File: src/rtl/mulh_pkg.sv
package mulh_pkg;

  // Strobes sent from the decode control to the datapath
  typedef struct packed {
    logic active;      // opcode selects this unit
    logic signedMode;  // two's-complement variant requested
  } mulh_strobe_t;

endpackage

File: src/rtl/mulh_mag.sv
// Converts one operand word into an unsigned magnitude plus a sign flag.
module mulh_mag #(
  parameter int HALF = 32
) (
  input  logic [HALF-1:0] word,
  input  logic            useSign,
  output logic [HALF-1:0] mag,
  output logic            neg
);

  always_comb begin
    neg = useSign & word[HALF-1];
    // The HALF-bit result of negating the most negative value is itself,
    // and read as unsigned that is exactly 2^(HALF-1).
    if (neg) mag = ~word + HALF'(1);
    else     mag = word;
  end

endmodule

File: src/rtl/mulh_ctrl.sv
// Decodes the operation record into datapath strobes and status outputs.
module mulh_ctrl
  import mulh_pkg::*;
#(
  parameter int          OP_W      = 7,
  parameter int          CA_W      = 2,
  parameter logic [OP_W-1:0] MULH_CODE = 7'h2A
) (
  input  logic [OP_W-1:0] opCode,
  input  logic            opSigned,
  input  logic            soIn,
  output mulh_strobe_t    strobes,
  output logic            resValid,
  output logic            soOut,
  output logic [CA_W-1:0] caOut,
  output logic            caWritten
);

  always_comb begin
    strobes.active     = (opCode == MULH_CODE);
    strobes.signedMode = opSigned;
    resValid           = strobes.active;
    soOut              = soIn;
    caOut              = '0;
    caWritten          = 1'b0;
  end

endmodule

File: src/rtl/mulh_datapath.sv
// Magnitude conversion, unsigned multiply, conditional negation, replication.
module mulh_datapath
  import mulh_pkg::*;
#(
  parameter int XLEN = 64,
  parameter int HALF = 32
) (
  input  logic [XLEN-1:0] opA,
  input  logic [XLEN-1:0] opB,
  input  mulh_strobe_t    strobes,
  output logic [XLEN-1:0] resData
);

  localparam int PROD_W = 2 * HALF;
  localparam int REPL   = XLEN / HALF;

  logic [HALF-1:0] lowWord [2];
  logic [HALF-1:0] magWord [2];
  logic            negFlag [2];

  logic [PROD_W-1:0] magProd;
  logic [PROD_W-1:0] sgnProd;
  logic              flipSign;
  logic [HALF-1:0]   hiWord;

  // Upper operand halves do not take part in the operation.
  logic unusedUpper;
  assign unusedUpper = ^{opA[XLEN-1:HALF], opB[XLEN-1:HALF]};

  assign lowWord[0] = opA[HALF-1:0];
  assign lowWord[1] = opB[HALF-1:0];

  for (genvar k = 0; k < 2; k++) begin : g_mag
    mulh_mag #(.HALF(HALF)) u_mag (
      .word   (lowWord[k]),
      .useSign(strobes.signedMode),
      .mag    (magWord[k]),
      .neg    (negFlag[k])
    );
  end

  always_comb begin
    magProd  = PROD_W'(magWord[0]) * PROD_W'(magWord[1]);
    flipSign = negFlag[0] ^ negFlag[1];
    sgnProd  = flipSign ? (~magProd + PROD_W'(1)) : magProd;
    hiWord   = strobes.active ? sgnProd[PROD_W-1:HALF] : '0;
  end

  for (genvar r = 0; r < REPL; r++) begin : g_repl
    assign resData[r*HALF +: HALF] = hiWord;
  end

endmodule

File: src/rtl/mulh_unit.sv
// Top level: thin wrapper joining control and datapath.
module mulh_unit
  import mulh_pkg::*;
#(
  parameter int              XLEN      = 64,
  parameter int              HALF      = 32,
  parameter int              OP_W      = 7,
  parameter int              CA_W      = 2,
  parameter logic [OP_W-1:0] MULH_CODE = 7'h2A
) (
  input  logic [XLEN-1:0] opA,
  input  logic [XLEN-1:0] opB,
  input  logic [OP_W-1:0] opCode,
  input  logic            opSigned,
  input  logic            soIn,
  output logic [XLEN-1:0] resData,
  output logic            resValid,
  output logic            soOut,
  output logic [CA_W-1:0] caOut,
  output logic            caWritten
);

  mulh_strobe_t strobes;

  mulh_ctrl #(
    .OP_W(OP_W), .CA_W(CA_W), .MULH_CODE(MULH_CODE)
  ) u_ctrl (
    .opCode   (opCode),
    .opSigned (opSigned),
    .soIn     (soIn),
    .strobes  (strobes),
    .resValid (resValid),
    .soOut    (soOut),
    .caOut    (caOut),
    .caWritten(caWritten)
  );

  mulh_datapath #(
    .XLEN(XLEN), .HALF(HALF)
  ) u_dp (
    .opA    (opA),
    .opB    (opB),
    .strobes(strobes),
    .resData(resData)
  );

endmodule

File: config.mk
export PLATFORM = sky130hd
export DESIGN_NAME = mulh_unit
export DESIGN_NICKNAME = d
export VERILOG_FILES = /design/src/rtl/mulh_pkg.sv /design/src/rtl/mulh_mag.sv /design/src/rtl/mulh_ctrl.sv /design/src/rtl/mulh_datapath.sv /design/src/rtl/mulh_unit.sv
export SDC_FILE = /design/constraint.sdc
export NUM_CORES = 2
export LEC_CHECK = 0
export ABC_AREA = 1
export BUFFER_PORTS_ARGS = -buffer_cell sky130_fd_sc_hd__buf_2
export CAP_MARGIN = 20
export CORE_UTILIZATION = 39
export DETAILED_ROUTE_END_ITERATION = 7
export PLACE_DENSITY = 0.58
export SETUP_SLACK_MARGIN = 0.15
export SYNTH_ARGS = -nofsm -noshare
export SYNTH_HDL_FRONTEND = slang
export SYNTH_SLANG_ARGS = --single-unit
File: constraint.sdc
create_clock -name vclk -period 16.1
set_clock_uncertainty 0.1 [all_clocks]
set_input_delay 3.22 -clock vclk [all_inputs]
set_output_delay 3.22 -clock vclk [all_outputs]
set_load 0.05 [all_outputs]
After elaboration in Yosys (flattened, before gate mapping) --
Index checks and enable logic that the tools add are counted.
Operators by class: $mul 1, add/sub/neg operators 3, bitwise operators 6, multiplexer cells 4, equality and inequality tests 1
Operators by type and width (count):
- $mux 32 | 3
- $add 32x1->32 const B | 2
- $add 64x1->64 const B | 1
- $mul 32x32->64 | 1
- $mux 64 | 1
- $not 32->32 | 2
- $not 64->64 | 1
- $eq 7x6->1 const B | 1
- $and 1x1->1 | 2
- $xor 1x1->1 | 1
Storage, ports and cells: word-level logic and storage cells 15, flip-flop bits (word level) 0, output and inout bits 69, input port bits 137

Logic depth before layout (Yosys ltp) --
depth after elaboration 8, mapped depth 55, depth with buffers taken out 52

Hierarchy --
Synthesis repeated with hierarchy kept, for this count alone.
Unflattened totals: cell total of the unflattened synthesis 5960, area total of the unflattened synthesis 40647.7 sq um
By module, submodules not included:
- mulh_datapath | seq. area each 0.0 sq um, times used 1, cells an instance 5490, area an instance 38403.1 sq um
- mulh_mag | seq. area each 0.0 sq um, times used 2, cells an instance 227, area an instance 1079.8 sq um
- mulh_ctrl | seq. area each 0.0 sq um, times used 1, cells an instance 16, area an instance 85.1 sq um

Worst setup path after synthesis --
Ideal clock, no wire load.
kind input to output, start point in opA[0], end point out resData[38], setup slack -13 ps, buffers on the path 5, arrival 12793 ps, data required time 12780 ps, stages on the path 44, path through buf_6 -> clkinv_4 -> clkbuf_1 -> ha_1 -> inv_1 -> nor3_1 -> inv_1 -> nor2_1 -> nand2_1 -> nor2_1 -> inv_1 -> o21ai_0 -> nand2_1 -> xor2_1 -> clkbuf_1 -> buf_1 -> nand2_1 -> fa_1 -> [8 not listed] -> fa_1 -> inv_1 -> ha_1 -> nand2_1 -> nor2_1 -> inv_1 -> nor3_1 -> nand2_1 -> nand3_1 -> nand2_1 -> nor2_1 -> inv_1 -> nor2_1 -> nand3_1 -> o21ai_0 -> o21ai_0 -> a21oi_1 -> buf_4
Between the ends: longest elaborated chain between the ends 8
Ends and longest elaborated chain:
- start: declaration | line mulh_unit.sv:11 | input logic [XLEN-1:0] opA,
- $not 32->32 | line mulh_mag.sv:15 | if (neg) mag = ~word + HALF'(1);
- $add 32x1->32 | line mulh_mag.sv:15
- $mux 32 * | line mulh_mag.sv:15
- $mul 32x32->64 * | line mulh_datapath.sv:43 | magProd = PROD_W'(magWord[0]) * PROD_W'(magWord[1]);
- $not 64->64 | line mulh_datapath.sv:45 | sgnProd = flipSign ? (~magProd + PROD_W'(1)) : magProd;
- $add 64x1->64 | line mulh_datapath.sv:45
- $mux 64 * | line mulh_datapath.sv:45
- $mux 32 * | line mulh_datapath.sv:46 | hiWord = strobes.active ? sgnProd[PROD_W-1:HALF] : '0;
- end: declaration | line mulh_unit.sv:16 | output logic [XLEN-1:0] resData,
Mark *: on every way between the ends. The rest lies on a longest branch, timed or not.

Worst setup path after layout --
start point in opB[0], end point out resData[60]
Between the ends: longest elaborated chain between the ends 8
Ends and longest elaborated chain:
- start: declaration | line mulh_unit.sv:12 | input logic [XLEN-1:0] opB,
- $not 32->32 | line mulh_mag.sv:15
- $add 32x1->32 | line mulh_mag.sv:15
- $mux 32 * | line mulh_mag.sv:15
- $mul 32x32->64 * | line mulh_datapath.sv:43
- $not 64->64 | line mulh_datapath.sv:45
- $add 64x1->64 | line mulh_datapath.sv:45
- $mux 64 * | line mulh_datapath.sv:45
- $mux 32 * | line mulh_datapath.sv:46
Marked as above.

==> run metrics <==
number of global-route vias before repair=between 30000 and 40000; Port Buf Inserts=137; Final min period=15.69 ns; DP HPWL=123000 µm; Yosys cell types=47; Syn Std Cell Area=38500 µm²; Layout Nets=a little over 7000; layout cell share with drive strength beyond 1=between 10% and 20%; gr usage total=roughly 28%; Die W=between 300 and 400 µm; vias=around 36000; clock buffer count=0; register area=0 µm²; Routed wire per std cell=19.6 µm; num rows=~110; RSZ-0062 raised after global routing=yes; Critical Path Start Type=input port; initial antenna violation count=13; met1 WL=about 58000 µm; Remaining DRCs=0; relative slew slack=~49%; Slew @ Worst Pin=around 0.76 ns; Largest delay share family, worst path=adder cells; WP data arrival=between 10 and 15 ns; initial DRC count=between 2000 and 3000; max cap viols=0; area of the core=roughly 100000 µm²; commonest non-fill, non-tap cell in the layout=inv_1; DR pass1 iterations=6; Cells after DPL=7096; IO Count=206; drt total wl=141000 µm; final worst-path cycle share=between 90% and 100%; first-pass GRT wire length=about 210000 µm; final hold vios=0; register area share after synthesis=0%; Die Span Y=roughly 320 µm; most frequent CP cell=fa_1; Final Max Slew Viols=0; largest net degree at the start of global routing=between 50 and 60; maximum fanout along the worst path=6; routed vias/inst=4.97; Post-Syn Instances=between 5000 and 6000; met3 WL post-DR=14000 µm; total die area=99900 µm²; met2 WL=63900 µm; Avg Cell Area, Syn=~7.1 µm²; synth-to-layout area growth=21.4%; # fillers=about 10000; gr ovfl total=0; Min-Delay Path Class=in -> out; # hold bufs at CTS=0; hold slack final=roughly 6.3 ns; Final Non-Filler Cells=approximately 7000; max incr delay on CP=roughly 0.61 ns; most frequent cells in the layout=inv_1, nand2_1, fa_1, nor2_1, buf_4; Critical Path End Type=output pin; CP max-delay cell=fa_2; sequential cell count=0; worst setup path class=in -> out; outcome=finished, final reports clean; Starting Density=between 30% and 40%; maximum clock rate=approximately 0.064 GHz; Routed Antenna Nets=0; Req. time, crit path=12.78 ns; top layer in use=met5; DP Area=43700 µm²; RePlAce Congestion=roughly 0.97; final setup fails=0; YS warnings=0; fin area=between 40000 and 50000 µm²; Bufs and invs on worst path=16
[per-stage QoR]
stage | TNS (ns) | setup WS (ns) | utilization (%)
6_report | 0 | 0.414 | 48.1
5_1_grt | -0.160 | -0.0396 | 48.0
4_1_cts | 0 | 0.151 | 45.2
3_5_place_dp | -1.76 | -0.127 | 45.0
3_3_place_gp | -2.86 | -0.164 | 45.0
2_1_floorplan | 0 | 0.156 | -
[what timing repair did]
action	CTS	global route
cloned	0	6
setup endpoints to repair	62	64
buffers inserted	2	60
hold endpoints to repair	0	0
pin swaps	4	83
resized for setup	82	611
[cell families after synthesis]
kind of cell	after synthesis	synth area share [%]
other	1	0.00975
adders and majority gates	1161	55.3
buffers and inverters	1615	16.2
xor gates and xnor gates	38	0.914
AOI/OAI and AO/OA	150	2.10
and+or+nand+nor	2463	25.5
[worst paths after layout]
path,from,endpoint,cells after the start
worst max-delay path,opB[0],resData[60],49
worst min-delay path,soIn,soOut,0
[synth_stat cells, types with 3 or more instances]
cell | n | area share (%)
nand2_1 | 1428 | 14
inv_1 | 1392 | 14
fa_1 | 896 | 47
nor2_1 | 745 | 7.3
ha_1 | 265 | 8.6
nand3_1 | 160 | 2.1
clkbuf_1 | 145 | 1.4
a21oi_1 | 85 | 1.1
o21ai_0 | 46 | 0.60
buf_4 | 37 | 0.72
xor2_1 | 33 | 0.75
nand4_1 | 31 | 0.50
nor3_1 | 29 | 0.38
or2_2 | 14 | 0.23
nor4_1 | 13 | 0.21
buf_1 | 12 | 0.12
clkinv_1 | 12 | 0.12
nand3b_1 | 10 | 0.20
nor2_2 | 10 | 0.16
buf_2 | 8 | 0.10
inv_2 | 6 | 0.059
and2_1 | 4 | 0.065
nand2_2 | 4 | 0.065
o31ai_1 | 4 | 0.078
or3_1 | 4 | 0.065
xnor2_1 | 4 | 0.091
o211ai_1 | 3 | 0.059
o21bai_1 | 3 | 0.059
[area by class of cell]
type,instances,area (µm²),area share (%)
Antenna cell,7,17.5,0.0375
Tap cell,1276,1600,3.42
Timing Repair Buffer,662,5570,11.9
Multi-Input combinational cell,3815,34200,73.2
Inverter,1411,5340,11.4
[per-layer routing]
metal,vias up,track usage (%)
li1,16384,-
met1,17623,37.8
met2,1381,45.8
met3,227,5.98
met4,12,7.78
met5,-,0
Power is left out: the tool's default activity adds up to more than one toggle a clock period on the data nets, which glitch-free logic cannot reach.
